**src/rtl/fpx_pkg.sv**
```systemverilog
package fpx_pkg;
  typedef enum logic [1:0] {
    MODE_EXEC = 2'd0,
    MODE_PEND = 2'd1,
    MODE_EXCP = 2'd2
  } fpx_mode_e;

  localparam int unsigned EXC_W    = 5;
  localparam int unsigned FTT_W    = 3;
  localparam int unsigned VER_W    = 3;
  localparam int unsigned TRAP_W   = 9;
  localparam int unsigned STATUS_W = 32;

  localparam int unsigned CEXC_LSB = 0;
  localparam int unsigned AEXC_LSB = 5;
  localparam int unsigned QNE_BIT  = 13;
  localparam int unsigned FTT_LSB  = 14;
  localparam int unsigned VER_LSB  = 17;
  localparam int unsigned TEM_LSB  = 23;

  localparam logic [FTT_W-1:0] FTT_IEEE   = 3'd1;
  localparam logic [FTT_W-1:0] FTT_UNIMP  = 3'd3;
  localparam logic [FTT_W-1:0] FTT_SEQ    = 3'd4;
  localparam logic [FTT_W-1:0] FTT_BADREG = 3'd6;

  localparam logic [TRAP_W-1:0] TRAP_FP32    = 9'h008;
  localparam logic [TRAP_W-1:0] TRAP_IEEE64  = 9'h021;
  localparam logic [TRAP_W-1:0] TRAP_OTHER64 = 9'h022;
endpackage

```
**src/rtl/fpx_excp_unit.sv**
```systemverilog
module fpx_excp_unit
  import fpx_pkg::*;
(
  input  logic             clk_i,
  input  logic             rst_ni,
  input  logic             in_exec_i,
  input  logic             in_excp_i,
  input  logic             qne_i,
  input  logic             qstore_i,
  input  logic             badreg_i,
  input  logic             unimpl_i,
  input  logic             arith_valid_i,
  input  logic [EXC_W-1:0] arith_flags_i,
  input  logic             issue_i,
  input  logic             tem_we_i,
  input  logic [EXC_W-1:0] tem_d_i,
  output logic             raise_o,
  output logic [EXC_W-1:0] cexc_o,
  output logic [EXC_W-1:0] aexc_o,
  output logic [FTT_W-1:0] ftt_o,
  output logic [EXC_W-1:0] tem_o
);
  logic             seq_req, bad_req, unimp_req, arith_acc, ieee_hit;
  logic [FTT_W-1:0] raise_ftt;

  // priority: empty-queue store, bad register, unimplemented, arithmetic
  always_comb begin
    seq_req   = in_exec_i & qstore_i & ~qne_i;
    bad_req   = in_exec_i & badreg_i & ~seq_req;
    unimp_req = in_exec_i & unimpl_i & ~seq_req & ~badreg_i;
    arith_acc = in_exec_i & arith_valid_i & ~seq_req & ~badreg_i & ~unimpl_i;
    ieee_hit  = arith_acc & (|(arith_flags_i & tem_o));
    raise_o   = seq_req | bad_req | unimp_req | ieee_hit;
    if (seq_req)        raise_ftt = FTT_SEQ;
    else if (bad_req)   raise_ftt = FTT_BADREG;
    else if (unimp_req) raise_ftt = FTT_UNIMP;
    else                raise_ftt = FTT_IEEE;
  end

  always_ff @(posedge clk_i or negedge rst_ni) begin
    if (!rst_ni) begin
      cexc_o <= '0;
      aexc_o <= '0;
      ftt_o  <= '0;
      tem_o  <= '0;
    end else begin
      if (tem_we_i) tem_o <= tem_d_i;
      if (arith_acc) cexc_o <= arith_flags_i;
      if (arith_acc && !ieee_hit) aexc_o <= aexc_o | arith_flags_i;
      if (raise_o) ftt_o <= raise_ftt;
      else if (in_excp_i && issue_i && !qstore_i) ftt_o <= FTT_SEQ;
    end
  end

  assert_aexc_hold_R3: assert property (@(posedge clk_i) disable iff (!rst_ni)
    ieee_hit |=> aexc_o == $past(aexc_o));

  assert_aexc_accrue_R2: assert property (@(posedge clk_i) disable iff (!rst_ni)
    (arith_acc && !ieee_hit) |=> (aexc_o & $past(arith_flags_i)) == $past(arith_flags_i));

  assert_no_raise_outside_exec_R9: assert property (@(posedge clk_i) disable iff (!rst_ni)
    !in_exec_i |=> $stable(cexc_o) && $stable(aexc_o));
endmodule

```
**src/rtl/fpx_trap_queue.sv**
```systemverilog
module fpx_trap_queue #(
  parameter int unsigned PC_W   = 32,
  parameter int unsigned INSN_W = 32
) (
  input  logic              clk_i,
  input  logic              rst_ni,
  input  logic              capture_i,
  input  logic              drain_i,
  input  logic [PC_W-1:0]   pc_i,
  input  logic [INSN_W-1:0] insn_i,
  output logic              qne_o,
  output logic [PC_W-1:0]   q_pc_o,
  output logic [INSN_W-1:0] q_insn_o
);
  always_ff @(posedge clk_i or negedge rst_ni) begin
    if (!rst_ni) begin
      qne_o    <= 1'b0;
      q_pc_o   <= '0;
      q_insn_o <= '0;
    end else if (capture_i) begin
      qne_o    <= 1'b1;
      q_pc_o   <= pc_i;
      q_insn_o <= insn_i;
    end else if (drain_i) begin
      qne_o <= 1'b0;
    end
  end

  assert_capture_entry_R3: assert property (@(posedge clk_i) disable iff (!rst_ni)
    capture_i |=> qne_o && q_pc_o == $past(pc_i) && q_insn_o == $past(insn_i));

  assert_drain_keeps_entry_R8: assert property (@(posedge clk_i) disable iff (!rst_ni)
    (drain_i && !capture_i) |=> !qne_o && $stable(q_pc_o) && $stable(q_insn_o));
endmodule

```
**src/rtl/fpx_mode_fsm.sv**
```systemverilog
module fpx_mode_fsm
  import fpx_pkg::*;
(
  input  logic              clk_i,
  input  logic              rst_ni,
  input  logic              raise_i,
  input  logic              issue_i,
  input  logic              drain_i,
  input  logic              wide_i,
  input  logic [FTT_W-1:0]  ftt_i,
  output fpx_mode_e         mode_o,
  output logic              trap_o,
  output logic [TRAP_W-1:0] trap_code_o
);
  fpx_mode_e         mode_d;
  logic              fire;
  logic [TRAP_W-1:0] code_d;

  always_comb begin
    mode_d = mode_o;
    fire   = 1'b0;
    unique case (mode_o)
      MODE_EXEC: if (raise_i) mode_d = MODE_PEND;
      MODE_PEND: begin
        if (drain_i) mode_d = MODE_EXEC;
        else if (issue_i) begin
          mode_d = MODE_EXCP;
          fire   = 1'b1;
        end
      end
      MODE_EXCP: if (drain_i) mode_d = MODE_EXEC;
      default:   mode_d = MODE_EXEC;
    endcase
    if (!wide_i)              code_d = TRAP_FP32;
    else if (ftt_i == FTT_IEEE) code_d = TRAP_IEEE64;
    else                      code_d = TRAP_OTHER64;
  end

  always_ff @(posedge clk_i or negedge rst_ni) begin
    if (!rst_ni) begin
      mode_o      <= MODE_EXEC;
      trap_o      <= 1'b0;
      trap_code_o <= '0;
    end else begin
      mode_o <= mode_d;
      trap_o <= fire;
      if (fire) trap_code_o <= code_d;
    end
  end

  assert_trap_one_cycle_R5: assert property (@(posedge clk_i) disable iff (!rst_ni)
    trap_o |=> !trap_o);

  assert_trap_in_excp_R5: assert property (@(posedge clk_i) disable iff (!rst_ni)
    trap_o |-> mode_o == MODE_EXCP);

  assert_mode_legal_R12: assert property (@(posedge clk_i) disable iff (!rst_ni)
    mode_o != 2'd3);
endmodule

```
**src/rtl/fpx_trap_ctrl.sv**
```systemverilog
module fpx_trap_ctrl
  import fpx_pkg::*;
#(
  parameter int unsigned PC_W   = 32,
  parameter int unsigned INSN_W = 32
) (
  input  logic              clk_i,
  input  logic              rst_ni,
  input  logic              wide_i,
  input  logic [VER_W-1:0]  ver_sel_i,
  input  logic [PC_W-1:0]   pc_i,
  input  logic [INSN_W-1:0] insn_i,
  input  logic              arith_valid_i,
  input  logic [EXC_W-1:0]  arith_flags_i,
  input  logic              unimpl_i,
  input  logic              badreg_i,
  input  logic              issue_i,
  input  logic              qstore_i,
  input  logic              tem_we_i,
  input  logic [EXC_W-1:0]  tem_d_i,
  output logic [1:0]        mode_o,
  output logic [STATUS_W-1:0] status_o,
  output logic              trap_o,
  output logic [TRAP_W-1:0] trap_code_o,
  output logic [PC_W-1:0]   q_pc_o,
  output logic [INSN_W-1:0] q_insn_o
);
  fpx_mode_e        mode;
  logic             in_exec, in_excp, raise, qne, drain;
  logic [EXC_W-1:0] cexc, aexc, tem;
  logic [FTT_W-1:0] ftt;

  assign in_exec = (mode == MODE_EXEC);
  assign in_excp = (mode == MODE_EXCP);
  assign drain   = qstore_i & qne;
  assign mode_o  = mode;

  fpx_excp_unit i_excp (
    .clk_i, .rst_ni,
    .in_exec_i(in_exec), .in_excp_i(in_excp), .qne_i(qne),
    .qstore_i, .badreg_i, .unimpl_i, .arith_valid_i, .arith_flags_i,
    .issue_i, .tem_we_i, .tem_d_i,
    .raise_o(raise), .cexc_o(cexc), .aexc_o(aexc), .ftt_o(ftt), .tem_o(tem)
  );

  fpx_trap_queue #(.PC_W(PC_W), .INSN_W(INSN_W)) i_queue (
    .clk_i, .rst_ni,
    .capture_i(raise), .drain_i(drain), .pc_i, .insn_i,
    .qne_o(qne), .q_pc_o, .q_insn_o
  );

  fpx_mode_fsm i_fsm (
    .clk_i, .rst_ni,
    .raise_i(raise), .issue_i, .drain_i(drain), .wide_i, .ftt_i(ftt),
    .mode_o(mode), .trap_o, .trap_code_o
  );

  always_comb begin
    status_o = '0;
    status_o[CEXC_LSB +: EXC_W] = cexc;
    status_o[AEXC_LSB +: EXC_W] = aexc;
    status_o[QNE_BIT]           = qne;
    status_o[FTT_LSB +: FTT_W]  = ftt;
    status_o[VER_LSB +: VER_W]  = ver_sel_i;
    status_o[TEM_LSB +: EXC_W]  = tem;
  end

  assert_exec_queue_empty_R12: assert property (@(posedge clk_i) disable iff (!rst_ni)
    mode == MODE_EXEC |-> !qne);

  assert_pend_queue_full_R3: assert property (@(posedge clk_i) disable iff (!rst_ni)
    mode == MODE_PEND |-> qne);
endmodule

```
**config.mk**
```make
export PLATFORM = sky130hd
export DESIGN_NAME = fpx_trap_ctrl
export DESIGN_NICKNAME = d
export VERILOG_FILES = /design/src/rtl/fpx_pkg.sv /design/src/rtl/fpx_excp_unit.sv /design/src/rtl/fpx_trap_queue.sv /design/src/rtl/fpx_mode_fsm.sv /design/src/rtl/fpx_trap_ctrl.sv
export SDC_FILE = /design/constraint.sdc
export NUM_CORES = 1
export LEC_CHECK = 0
export BUFFER_PORTS_ARGS = -buffer_cell sky130_fd_sc_hd__buf_4
export CAP_MARGIN = 10
export CORE_AREA = 2 2 107 109
export CTS_CLUSTER_SIZE = 12
export DETAILED_ROUTE_END_ITERATION = 7
export DIE_AREA = 0 0 109 111
export HOLD_SLACK_MARGIN = 0.08
export PLACE_DENSITY_LB_ADDON = 0.3
export SLEW_MARGIN = 20
export SYNTH_ARGS = -nofsm -noshare
export SYNTH_HDL_FRONTEND = slang
export SYNTH_SLANG_ARGS = --single-unit
```
**constraint.sdc**
```tcl
create_clock -name clk_i -period 5.15 [get_ports clk_i]
set_input_delay 0.515 -clock clk_i [delete_from_list [all_inputs] [get_ports clk_i]]
set_output_delay 0.515 -clock clk_i [all_outputs]
set_load 0.02 [all_outputs]
```
==> results.md <==
* Latest clock arrival within the worst-skew pair at 0.33 ns
* Input/output buffers at 172
* Boundary Pins at 194
* Worst r2r src: i_excp.tem_o[0]
* Most frequent cells in the layout: 171 x buf_4, 90 x dfrtp_1, 38 x mux2_4
* Setup CP Type: reg -> reg
* Worst hold path type: in -> async
* Crit-path cells: a222oi_1 -> a21boi_1 -> o21a_4 -> buf_16 -> mux2_4
* ANT nets after route at 0
* Total grt overflow at 0
* Wire length per cell at 14.6 um
* Diodes inserted at 0
* Gr usage total at 13.7%
* CTS buffer count at 9
* Die area at 12100 um2
* Critical path arrival at 2.41 ns
* Hold_buf cts at 0
* Post-synthesis sequential area ratio at 60.5%
* Largest net degree at the start of global routing at 91
* Chip height at 111 um
* Final setup margin at 2.95 ns
* DR vias at 2435
* Share of the synthesized area in the top cell type at 60.5%
* FMAX at 0.454 GHz
* PD cells at 714 nW/um2
* Worst slack at placement at 2.56 ns
* Initial antenna violation count at 0
* Post-synth EDFFs at 0
* Final non-filler cell total at 558
* Max transition margin at 47.3%
* Syn_area_per_cell at 15.7 um2
* Netlist cell types at 28
* R2R cell count at 5
* Register area at 2250 um2
* Min Tclk post-route at 2.20 ns
* Via density at 4.36
* Pwr Total at 3.88 mW
* Max-slew violation count at 0
* Max-cap violations at 0
* DRC Markers at 0
* Core Region at 11100 um2
* Crit Path Max Fanout at 41
* Area occupied by multi-input gates at 1310 um2
* Final setup violation count at 0
* Yosys synthesis warning count at 0
* Fraction of registers with async set/reset at 100%
* Hold Vio Cnt, Final at 0
* CP startpoint kind: flip-flop
* Synth Area in Adders at 0%
* Filler Cells Inserted at 987
* Most common cell after layout, fill and taps aside: buf_4
* Largest family of logic cells by synthesized area: multiplexers
* DP Cell Count at 541
* Total routed wirelength at 8160 um
* H-tree levels at 3
* CTS tree: built
* Die X at 109 um
* Clk buf depth at 2
* Share of cells above drive strength 1 at 64.3%
* Clock skew at 0.00903 ns
* Clock Pin Slew Worst Setup and Hold Paths at 0.07 ns
* Num Clock Sinks at 90
* Router iterations before antenna repair at 4
* Main flop type after synthesis: dfrtp_1
* Most area-hungry cell type in the Yosys netlist: dfrtp_1
* Tcrit/Tclk final at 42.7%
* Fin util at 49.0%
* Mux contribution to synthesized area at 26.5%
* Dpl hpwl at 5830 um
* Xor-xnor portion of the synthesized cell area at 0%
* Critical Path End Type: flip-flop
* R2r endpoint: i_queue.q_insn_o[21]
* Vias in the first global route at 2552
* CP max stage delay at 0.45 ns
* Slowest CP cell: a222oi_1
* Cells after synthesis at 238
* Synthesis-stage register bit count at 90
* Setup TNS at 0 ns
* First-pass GRT wire length at 12800 um
* Gpl congestion at 0.737
* Simple-gate share of the synthesized area at 2.62%
* Actual slew at the worst max-slew pin at 0.790 ns
* Status: finished, final reports clean
* Resize count post-CTS at 0
* Post-synthesis compound-gate area fraction at 4.30%
* CTS root buf: clkbuf_16
* Area Growth Syn to Fin at 45.8%
* Cell area after synthesis at 3720 um2
* Reg-to-reg setup timing slack at 2.95 ns
* Worst EP required at 5.36 ns
* Synth area leaders: dfrtp_1 60%, mux2_4 15%, mux2_2 11%, buf_4 3.8%, buf_6 1.5%
* Post-CTS Setup Inserts at 0
* Post-layout nets at 496
* CP Launch Point: i_excp.tem_o[0]
* DRT iter0 DRCs at 65
* Starting Density at 33.6%
* RSZ-0062 raised after global routing: no
* Pleak at 2.72 nW
* IR drop worst, VDD at 0.499 mV
* Row count at 39
==> state kept, by name, summed over array words and instances, names as in the netlist <==
signal / cells
i_fsm.trap_code_o: 4
i_excp.aexc_o: 5
i_excp.tem_o: 5
i_excp.ftt_o: 3
i_excp.cexc_o: 5
i_fsm.trap_o: 1
i_queue.qne_o: 1
i_queue.q_pc_o: 32
i_fsm.mode_o: 2
i_queue.q_insn_o: 32
==> area by class of cell <==
class,count,share of cell area [%]
sequential,90,41.5
timing repair buffer,173,24.4
multi-input combinational,132,24.1
clock buffer,11,4.65
tap,143,3.29
clock inverter,5,1.84
inverter,4,0.276
==> Yosys cell counts (2+ instances only) <==
library cell	count
a22oi_1	2
buf_2	2
buf_6	5
a21o_1	7
nand2_1	8
nand2b_1	2
o21ai_0	6
dfrtp_1	90
nor2_1	3
buf_4	19
mux2_2	37
mux2_4	38
inv_1	4
==> where the power goes <==
part,switching (mW),internal [mW]
clock network,0.259,0.499
registers,0.208,1.05
logic,0.882,0.977
==> cell families after synthesis <==
logic type      count (synthesis)
flops                          90
mux                            75
buf+inv                        30
compound gates                 23
simple gates                   19
other cells                     1
==> worst max path at each step <==
stage / depth (start not counted) / to
2_1_floorplan: 6 / i_queue.q_insn_o[13]
3_3_place_gp: 5 / i_queue.q_pc_o[21]
3_5_place_dp: 5 / i_queue.q_pc_o[28]
4_1_cts: 4 / i_queue.q_pc_o[26]
5_1_grt: 5 / i_queue.q_insn_o[28]
6_report: 5 / i_queue.q_insn_o[21]
==> stage by stage <==
step	hold slack [ns]	area [um2]
3_5_place_dp	0.450	5050
4_1_cts	0.393	5400
6_report	0.249	5430
2_1_floorplan	0.219	3780
3_3_place_gp	0.456	5050
5_1_grt	0.334	5430
==> critical path: cells and delay by family, from the launching register on <==
family | cells | cell delay, ns
flip-flops | 1 | 0.41
buffers and inverters | 1 | 0.26
multiplexers | 1 | 0.34
AO/OA/AOI/OAI | 3 | 1.03
==> metal layers <==
metal  global-route usage (%)  wire length, um  part of all wire (%)
met1                     17.0             3350                    41
met2                     21.8             4020                    49
met3                     3.35              588                   7.2
met4                     7.26              199                   2.4
met5                        0                0                     0
Power figures use the tool's default switching activity.
